===== src/rtl/mcreg_pkg.sv =====
package mcreg_pkg;

   typedef enum logic [1:0] {
      LK_SOFT = 2'd0,
      LK_OPEN = 2'd1,
      LK_HARD = 2'd2
   } lock_e;

   localparam logic [31:0] KEY_OPEN = 32'h1688_A8A8;
   localparam logic [31:0] KEY_HARD = 32'hDEAD_DEAD;

   localparam logic [31:0] CONF_RSVD    = 32'hFFFF_2082;
   localparam logic [31:0] CONF_WR_MASK = 32'h0000_DF41;
   localparam int unsigned CONF_PAGE_BIT = 5;
   localparam int unsigned CONF_SIZE_LSB = 2;

   localparam int unsigned N_FIXED_OPEN = 16;
   localparam int unsigned FIXED_OPEN_WORDS [N_FIXED_OPEN] = '{
      32'h01, 32'h02, 32'h03, 32'h06, 32'h07, 32'h1E, 32'h1F, 32'h25,
      32'h35, 32'h36, 32'h37, 32'h38, 32'h39, 32'h3D, 32'h3E, 32'h43
   };

endpackage


===== src/rtl/mcreg_addr_map.sv =====
module mcreg_addr_map #(
   parameter int unsigned ADDR_W      = 9,
   parameter int unsigned SPACE_WORDS = 320,
   parameter int unsigned NUM_PORTS   = 6,
   parameter int unsigned MON_WORDS   = 3,
   parameter int unsigned MON_BASE    = 32'h90,
   parameter int unsigned MON_STRIDE  = 32'h20,
   parameter int unsigned PROT_WORD   = 0,
   parameter int unsigned CONF_WORD   = 4,
   parameter int unsigned CTRL_WORD   = 5,
   parameter int unsigned TEST_WORD   = 32'h20,
   parameter int unsigned N_SLOT      = 36,
   parameter int unsigned SLOT_W      = 6
) (
   input  logic [ADDR_W-1:0] addr,
   output logic              hit_prot,
   output logic              hit_conf,
   output logic              hit_open,
   output logic              hit_guard,
   output logic [SLOT_W-1:0] slot
);
   import mcreg_pkg::*;

   localparam int unsigned N_OPEN = N_FIXED_OPEN + NUM_PORTS * MON_WORDS;

   if (MON_BASE + (NUM_PORTS - 1) * MON_STRIDE + MON_WORDS > SPACE_WORDS) begin : g_chk_space
      $error("monitor words exceed the address space");
   end
   if (MON_WORDS > MON_STRIDE) begin : g_chk_stride
      $error("monitor stride smaller than monitor group");
   end
   if (N_SLOT != N_OPEN + 2) begin : g_chk_slots
      $error("slot count does not match the open and guarded words");
   end

   always_comb begin
      hit_prot  = (addr == ADDR_W'(PROT_WORD));
      hit_conf  = (addr == ADDR_W'(CONF_WORD));
      hit_open  = 1'b0;
      hit_guard = 1'b0;
      slot      = '0;
      for (int i = 0; i < int'(N_FIXED_OPEN); i++) begin
         if (addr == ADDR_W'(FIXED_OPEN_WORDS[i])) begin
            hit_open = 1'b1;
            slot     = SLOT_W'(i);
         end
      end
      for (int p = 0; p < int'(NUM_PORTS); p++) begin
         for (int w = 0; w < int'(MON_WORDS); w++) begin
            if (addr == ADDR_W'(int'(MON_BASE) + p * int'(MON_STRIDE) + w)) begin
               hit_open = 1'b1;
               slot     = SLOT_W'(int'(N_FIXED_OPEN) + p * int'(MON_WORDS) + w);
            end
         end
      end
      if (addr == ADDR_W'(CTRL_WORD)) begin
         hit_guard = 1'b1;
         slot      = SLOT_W'(N_OPEN);
      end
      if (addr == ADDR_W'(TEST_WORD)) begin
         hit_guard = 1'b1;
         slot      = SLOT_W'(N_OPEN + 1);
      end
   end

endmodule


===== src/rtl/mcreg_lock.sv =====
module mcreg_lock (
   input  logic               clk,
   input  logic               rst_n,
   input  logic               strap_unlocked,
   input  logic               key_we,
   input  logic [31:0]        key,
   output mcreg_pkg::lock_e   state
);
   import mcreg_pkg::*;

   lock_e next;

   always_comb begin
      next = state;
      if (key_we && state != LK_HARD) begin
         if (key == KEY_OPEN)      next = LK_OPEN;
         else if (key == KEY_HARD) next = LK_HARD;
         else                      next = LK_SOFT;
      end
   end

   always_ff @(posedge clk) begin
      if (!rst_n) state <= strap_unlocked ? LK_OPEN : LK_SOFT;
      else        state <= next;
   end

endmodule


===== src/rtl/mcreg_top.sv =====
module mcreg_top #(
   parameter int unsigned DATA_W      = 32,
   parameter int unsigned ADDR_W      = 9,
   parameter int unsigned SPACE_WORDS = 320,
   parameter int unsigned NUM_PORTS   = 6,
   parameter int unsigned MON_WORDS   = 3,
   parameter int unsigned SIZE_W      = 3
) (
   input  logic              clk,
   input  logic              rst_n,
   input  logic              strap_unlocked,
   input  logic [SIZE_W-1:0] strap_size,
   input  logic              wr_en,
   input  logic [ADDR_W-1:0] addr,
   input  logic [DATA_W-1:0] wdata,
   output logic [DATA_W-1:0] rdata,
   output logic              wr_blocked
);
   import mcreg_pkg::*;

   localparam int unsigned N_OPEN = N_FIXED_OPEN + NUM_PORTS * MON_WORDS;
   localparam int unsigned N_SLOT = N_OPEN + 2;
   localparam int unsigned SLOT_W = $clog2(N_SLOT);

   if (DATA_W != 32) begin : g_chk_width
      $error("register file is defined for 32-bit words");
   end
   if (SPACE_WORDS > (1 << ADDR_W)) begin : g_chk_addr
      $error("address port too narrow for the space");
   end
   if (CONF_SIZE_LSB + SIZE_W > CONF_PAGE_BIT) begin : g_chk_size
      $error("size field overlaps page-matching bit");
   end

   logic              hit_prot, hit_conf, hit_open, hit_guard;
   logic [SLOT_W-1:0] slot;
   lock_e             lock_state;
   logic [DATA_W-1:0] slot_q [N_SLOT];
   logic [DATA_W-1:0] conf_q;
   logic [DATA_W-1:0] conf_view;
   logic              may_guard, slot_we, conf_we, refuse;

   mcreg_addr_map #(
      .ADDR_W(ADDR_W), .SPACE_WORDS(SPACE_WORDS), .NUM_PORTS(NUM_PORTS),
      .MON_WORDS(MON_WORDS), .MON_BASE(32'h90), .MON_STRIDE(32'h20),
      .PROT_WORD(0), .CONF_WORD(4), .CTRL_WORD(5), .TEST_WORD(32'h20),
      .N_SLOT(N_SLOT), .SLOT_W(SLOT_W)
   ) u_map (
      .addr(addr), .hit_prot(hit_prot), .hit_conf(hit_conf),
      .hit_open(hit_open), .hit_guard(hit_guard), .slot(slot)
   );

   mcreg_lock u_lock (
      .clk(clk), .rst_n(rst_n), .strap_unlocked(strap_unlocked),
      .key_we(wr_en && hit_prot), .key(wdata), .state(lock_state)
   );

   assign may_guard = (lock_state == LK_OPEN);
   assign slot_we   = wr_en && (hit_open || (hit_guard && may_guard));
   assign conf_we   = wr_en && hit_conf && may_guard;
   assign refuse    = wr_en && ((hit_prot && lock_state == LK_HARD) ||
                                ((hit_guard || hit_conf) && !may_guard));

   always_ff @(posedge clk) begin
      if (!rst_n) begin
         for (int i = 0; i < int'(N_SLOT); i++) slot_q[i] <= '0;
         conf_q     <= '0;
         wr_blocked <= 1'b0;
      end else begin
         for (int i = 0; i < int'(N_SLOT); i++) begin
            if (slot_we && slot == SLOT_W'(i)) slot_q[i] <= wdata;
         end
         if (conf_we) conf_q <= wdata & CONF_WR_MASK;
         wr_blocked <= refuse;
      end
   end

   always_comb begin
      conf_view = (conf_q & CONF_WR_MASK) & ~CONF_RSVD;
      conf_view[CONF_PAGE_BIT] = 1'b1;
      conf_view[CONF_SIZE_LSB +: SIZE_W] = strap_size;
   end

   always_comb begin
      if (hit_prot)                    rdata = DATA_W'(lock_state);
      else if (hit_conf)               rdata = conf_view;
      else if (hit_open || hit_guard)  rdata = slot_q[slot];
      else                             rdata = '0;
   end

endmodule


===== config.mk =====
export PLATFORM = sky130hd
export DESIGN_NAME = mcreg_top
export DESIGN_NICKNAME = d
export VERILOG_FILES = /design/src/rtl/mcreg_pkg.sv /design/src/rtl/mcreg_addr_map.sv /design/src/rtl/mcreg_lock.sv /design/src/rtl/mcreg_top.sv
export SDC_FILE = /design/constraint.sdc
export NUM_CORES = 2
export LEC_CHECK = 0
export BUFFER_PORTS_ARGS = -buffer_cell sky130_fd_sc_hd__buf_4
export CAP_MARGIN = 20
export CORE_MARGIN = 1
export CORE_UTILIZATION = 25
export CTS_CLUSTER_SIZE = 28
export DETAILED_ROUTE_END_ITERATION = 10
export HOLD_SLACK_MARGIN = 0.03
export PLACE_DENSITY = 0.39
export SYNTH_ARGS = -nofsm -noshare
export SYNTH_HDL_FRONTEND = slang
export SYNTH_SLANG_ARGS = --single-unit

===== constraint.sdc =====
create_clock -name clk -period 7.5 [get_ports clk]
set_input_delay 2.25 -clock clk [delete_from_list [all_inputs] [get_ports clk]]
set_output_delay 2.25 -clock clk [all_outputs]
set_load 0.01 [all_outputs]

=== Word level (Yosys, flattened, before mapping) ===
Memories as Yosys holds them, arrays and structs flattened.
Index checks and enable logic that the tools add are counted.

* Bits in registers: 12
* RAM bits: 1,152
* Input port bits: 48
* Memories: 1

{| class="wikitable"
|+ Memories
! memory !! words !! bits a word !! rd ports !! clocked after Yosys merged registers in !! wr ports !! RTL line !! source
|-
| slot_q || 36 || 32 || 1 || 0 || 36 || mcreg_top.sv:38 || <nowiki>logic [DATA_W-1:0] slot_q [N_SLOT];</nowiki>
|}

* Equality and inequality tests: 78
* Muxes and demuxes: 224
* Bitwise gates (word level): 36
* Reduce and logical (&&, ||, !) cells: 52

{| class="wikitable"
|+ Operators by type and width
! kind !! number
|-
| $mux 32 || 39
|-
| $mux 1 || 147
|-
| $eq 9x8->1 const B || 12
|-
| $eq 6x5->1 const B || 16
|-
| $eq 9x6->1 const B || 9
|-
| $mux 5 || 16
|-
| $eq 9x9->1 const B || 6
|-
| $eq 6x4->1 const B || 8
|-
| $logic_and 1x1->1 || 45
|-
| $eq 9x3->1 const B || 4
|-
| $or 1x1->1 || 36
|-
| $eq 32x29->1 const B || 1
|-
| $eq 32x32->1 const B || 1
|-
| $mux 4 || 8
|-
| $eq 6x3->1 const B || 4
|-
| $eq 6x6->1 const B || 4
|-
| $mux 6 || 4
|-
| $eq 9x2->1 const B || 2
|-
| $eq 9x5->1 const B || 2
|-
| $eq 6x2->1 const B || 2
|-
| $mux 2 || 6
|-
| $mux 3 || 4
|-
| $eq 9x1->1 const B || 1
|-
| $eq 9x7->1 const B || 1
|-
| 9 further kinds || 12
|}

=== Longest topological paths before layout ===
* Depth in word-level cells: 42
* Gate-level depth with buffers: 16
* Depth with buffers taken out: 9

=== Cells and area by module ===
From an unflattened synthesis, not the netlist that was laid out.

* Cells, all modules: 3,801
* Area, all modules: 51,406.8 um^2

{| class="wikitable"
|+ Modules (own cells, without submodules)
! module !! instances !! cells an instance !! area an instance (um^2)
|-
| mcreg_top || 1 || 3,667 || 50,362.1
|-
| mcreg_addr_map || 1 || 109 || 819.5
|-
| mcreg_lock || 1 || 25 || 225.2
|}

=== Worst setup path before layout ===
No wires, ideal clock.

* Path kind: input to output
* Start point: input addr[6]
* End point: output rdata[1]
* Arrival: 4.862 ns
* Required time: 5.250 ns
* Slack: 0.388 ns
* Cell stages on the path: 11
* Buffers on the path: 3
* Path through: buf_2 > or3b_1 > a2111o_1 > o2111a_1 > nand3_2 > buf_8 > buf_2 > mux4_2 > a221oi_1 > nand2_1 > and3_1

* Longest elaborated chain between the ends: 40
* Elaborated cells between the ends (all ways): 114

{| class="wikitable"
|+ RTL lines
! what !! RTL line !! source
|-
| from (decl) || mcreg_top.sv:14 || <nowiki>input logic [ADDR_W-1:0] addr,</nowiki>
|-
| $eq 9x2->1 || mcreg_addr_map.sv:43 || <nowiki>if (addr == ADDR_W'(FIXED_OPEN_WORDS[i])) begin</nowiki>
|-
| $mux 1 || mcreg_addr_map.sv:43 ||
|-
| $mux 2 (2 in series) || mcreg_addr_map.sv:43 ||
|-
| $mux 3 (4 in series) || mcreg_addr_map.sv:43 ||
|-
| $mux 4 (8 in series) || mcreg_addr_map.sv:43 ||
|-
| $mux 5 (16 in series) || mcreg_addr_map.sv:50 || <nowiki>if (addr == ADDR_W'(int'(MON_BASE) + p * int'(MON_STRIDE) + w)) begin</nowiki>
|-
| $mux 6 (2 in series) || mcreg_addr_map.sv:50 ||
|-
| $mux 6 || mcreg_addr_map.sv:56 || <nowiki>if (addr == ADDR_W'(CTRL_WORD)) begin</nowiki>
|-
| $mux 6 || mcreg_addr_map.sv:60 || <nowiki>if (addr == ADDR_W'(TEST_WORD)) begin</nowiki>
|-
| $mem_v2 36x32 || -- ||
|-
| $mux 32 || mcreg_top.sv:87 || <nowiki>else if (hit_open || hit_guard) rdata = slot_q[slot];</nowiki>
|-
| $mux 32 || mcreg_top.sv:86 || <nowiki>else if (hit_conf) rdata = conf_view;</nowiki>
|-
| $mux 32 (*) || mcreg_top.sv:85 || <nowiki>if (hit_prot) rdata = DATA_W'(lock_state);</nowiki>
|-
| to (decl) || mcreg_top.sv:16 || <nowiki>output logic [DATA_W-1:0] rdata,</nowiki>
|}

Every way passes the cells marked *; elsewhere a longest branch is shown, timed or not.

=== Worst setup path in the final report ===
* Start point: input addr[4]
* End point: output rdata[27]

The elaborated chain is that of the path after synthesis.

==> metrics list <==
- The run finished, with violations left.
* Failing checks: setup timing
* Minimum clock period after layout: 7.74 ns
- Die Height: approximately 460 um
- Layout-stage area growth over the synthesis result: 25.8%
* Clock Tree Root: clkbuf_16
* Worst-case clock skew: 0.0164 ns
- The number of antenna violations at the first check in global routing was 1.
- Max frequency: 0.129 GHz
- CP Buf/Inv Count: 9
- The first global-routing pass estimated ~270 mm of wire.
- In this run the most critical hold path is launched from conf_q[15].
- After synthesis, the netlist uses 85 different library cells.
- TritonCTS clock tree: yes
- Static Leakage: 22.6 nW
- Summed over all layers, the routed wires come to roughly 190 mm.
- In this run the critical register-to-register path is captured at slot_q[33][0].
* Min-Delay Path Depth: 2
* Gate count after technology mapping: a little over 4000
* Global route total overflow: 0
* Slack of the worst reg-to-reg path: between 5 and 6 ns
- Async S/R FF share, synth: 0%
- On the worst path, the slowest cell contributes a delay of 0.32 ns.
- HP Class: flip-flop to flip-flop
- Max-cap violations in this run came to 0.
* Global-route track usage on met3: roughly 2.2%
* Endpoint kind of the worst setup timing path: output pin
- Final HPWL DP: around 120 mm
* Average instance area after synthesis: 12.8 sq um
* Register clock-pin slew on the reported worst setup and hold paths: 0.06 ns
* Most common library cell in the layout ignoring fill and taps: edfxtp_1
* Cell with the biggest individual delay on the critical path: nor3_2
- The synthesized design contains around 1200 register bits.
* GRT Total Usage: roughly 18%
- IR analysis of the VDD net gives a maximum drop of about 140 uV.
- In this run the biggest area consumer among cell types represents approximately two thirds of the synthesized area.
* Count of routing violations after the opening detailed-route iteration: between 2000 and 3000
- Global routing used 31.7% of the available met2 tracks.
* Critical-path cell list: buf_4 -> buf_4 -> buf_6 -> nor3_2 -> a221oi_2 -> o2111a_2 -> nand3_4 -> buf_12 -> buf_16 -> buf_16 -> buf_12 -> mux2i_1 -> mux2i_1 -> mux2i_1 -> mux2i_1 -> buf_4 -> o211a_4 -> buf_6
- Along the worst path, the maximum fanout reaches 11.
* Worst Reg2Reg Path Length in Cells: 5
- Count of buffers from port buffering: 80
- Measured on the finished design, the core utilization comes to between 30% and 40%.
* Die Area: ~0.21 sq mm
* DRC errors left: 0
- The pre-antenna-repair detailed-routing pass consisted of 7 iterations.
* Count of H-tree levels built during CTS: 4
- Among the stages of the critical path, the cell type that occurs most often is mux2i_1.
* Number of hold-slack violations in the final timing report: 0
- Total clock sinks: approximately 1200
- Number of top-level design ports: 81
- STA classifies the critical path startpoint as a primary input.
* Reg2Reg Launch Point: u_lock.state[1]
- The initial utilization of the core area, before any placement, comes to about 25%.
* Per-cell via count in the routed design: approximately 4.7
- Summing every instance area after synthesis gives 0.0520 sq mm.
- Warning count from the yosys run: 0
- The detail route stage leaves a number of antenna-violating nets equal to 0.
- The worst hold path terminates at conf_q[15].
* Most frequent cells in the layout: edfxtp_1 (1154), nor2_1 (1111), nand2_1 (412)
- At the pin with the least slew margin, the transition time is roughly 1.1 ns.
* Top post-synthesis cells by area: edfxtp_1 (67%), nor2_1 (8.0%), mux4_2 (6.5%), mux2i_1 (3.5%), nand2_1 (3.4%)
* Number of synthesized flops with an enable pin: 1154
- Measured along the x axis, the die boundary spans around 460 um.
- Row generation in the floorplan step produced between 150 and 200 rows.
* CP arrival: between 5 and 6 ns
- Setup repair after global routing missed its margin: true
- For met1 alone, demand over resource in global routing was between 20 and 25%.
- WL per Instance: 26.2 um
* # setup viols final: 32
- Of the cells placed in the final design, the portion with a size suffix greater than 1 is a little over a quarter.
* Kind of cell with the highest combined delay on the critical path: buffers and inverters
- The number of nets handed over by synthesis was 4121.
* Worst-skew pair later-pin latency: around 0.80 ns
- After the last flow step, the layout net total stands at roughly 4500.
* Total number of vias: ~34000
* Setup tns final: -5.00 ns
- Routing layer with the top usage in global route: met2
- Cell type with the highest aggregate area in the netlist: edfxtp_1
- Of the available clock period, the critical path in the final layout requires 103%.
- Core outline area: between 0.2 and 0.25 sq mm
- Total count of max-transition violations in the final report: 0
- Worst path required time: approximately 5.3 ns
* Clock Path Buffers: 3
* Power density of the placed cells: ~230 mW/mm^2
- Measured against its own limit, the worst slew margin works out to a little over a quarter.
- The via count of the first global-routing pass is approximately 35000.
* RD Place Congestion: between 0.8 and 0.9
* Number of buffers inserted by hold repair at cts: 0
* Final worst-path setup slack: -0.244 ns
- The critical path is of the primary input to output pin type.
- Register area share after synthesis: approximately 67%
- Entering global routing, the biggest net connects 50 pins.
- Clock buffers created by TritonCTS: 134
- Among all flip-flop cells after synthesis, the most frequent one is edfxtp_1.
[layer usage]
metal	share of wire, %	vias up
li1	-	15300
met1	42	18000
met2	51	786
met3	3.4	206
met4	2.9	0
met5	0	-
[state kept, by name, summed over array words and instances (netlist names)]
| name | flops |
|---|---|
| slot_q | 1152 |
| wr_blocked | 1 |
| u_lock.state | 2 |
| conf_q | 9 |
[kinds of logic after synthesis]
logic type | share of synthesized area (%)
AO/OA/AOI/OAI | 3.51
XOR/XNOR | 0.0674
buffers and inverters | 4.17
flip-flops | 67.0
multiplexers | 10.1
AND/OR/NAND/NOR | 15.2
[cell type report]
| cell class | instances | area [sq um] |
|---|---|---|
| Sequential cell | 1164 | 34900 |
| Clock buffer | 180 | 3660 |
| Clock inverter | 59 | 415 |
| Inverter | 38 | 143 |
| Timing Repair Buffer | 596 | 6450 |
| Fill cell | 20600 | 141000 |
| Multi-Input combinational cell | 2503 | 16500 |
| Tap cell | 2704 | 3380 |
| Antenna cell | 1 | 2.50 |
[timing repair]
action / 4_1_cts / 5_1_grt
setup buffers: 55 / 51
pin swaps: 99 / 68
gates resized for setup: 316 / 125
endpoints found under the setup margin: 32 / 32
gates cloned: 23 / 5
[synthesized netlist by cell type (all sizes together) (3+ instances only)]
library cell	n
and3b	3
xnor2	3
a32oi	5
or2	3
a21oi	86
or4b	4
mux4	150
inv	38
o41ai	6
a22oi	69
nor3b	3
and4	4
nor2	1124
edfxtp	1154
and3	21
a211oi	4
o211ai	4
a32o	6
dfxtp	10
nor3	13
o31ai	3
nand3	165
o22ai	7
nand3b	5
nand4b	5
nor2b	12
o221ai	7
or3b	3
o211a	9
a2111oi	3
clkbuf	144
nor4	15
a22o	5
nand2	481
a221oi	4
nand4	26
o21ai	17
mux2i	184
nand2b	7
buf	225
[stage by stage]
step                setup WS [ns]  hold WS, ns  cells  total power, mW  area [sq um]
finish                     -0.244        0.527   7245             15.1         65400
global route               -0.315        0.549   7245             15.5         65400
CTS                        -0.266        0.524   7200             15.2         64500
detailed placement         -0.776        0.507   6890             8.78         57800
global placement           -0.804        0.503   6890             8.78         57800
floorplan                   0.388        0.486   4073             8.21         52000
[worst max-delay path by stage]
stage,to,cells past startpoint,from,slack (ns)
after detailed placement,rdata[5],15,addr[2],-0.78
final,rdata[27],18,addr[4],-0.24
after floorplan,rdata[1],11,addr[6],0.39
after global routing,rdata[18],18,addr[3],-0.32
after global placement,rdata[5],15,addr[2],-0.80
after CTS,rdata[23],14,addr[6],-0.27
[power by group]
| group | internal (mW) | leakage [nW] | switching [mW] | total (mW) |
|---|---|---|---|---|
| sequential | 7.47 | 11.1 | 0.0919 | 7.56 |
| combinational | 0.464 | 9.54 | 0.779 | 1.24 |
| clock | 3.56 | 1.98 | 2.70 | 6.26 |
[worst register-to-register path, stage by stage, from the launching register on]
cell	delay (ns)
edfxtp_1	0.40
inv_1	0.13
and3_1	0.16
o21a_1	0.33
nand2_1	0.15
nand2_2	0.77
(Power assumes the default switching activity.)
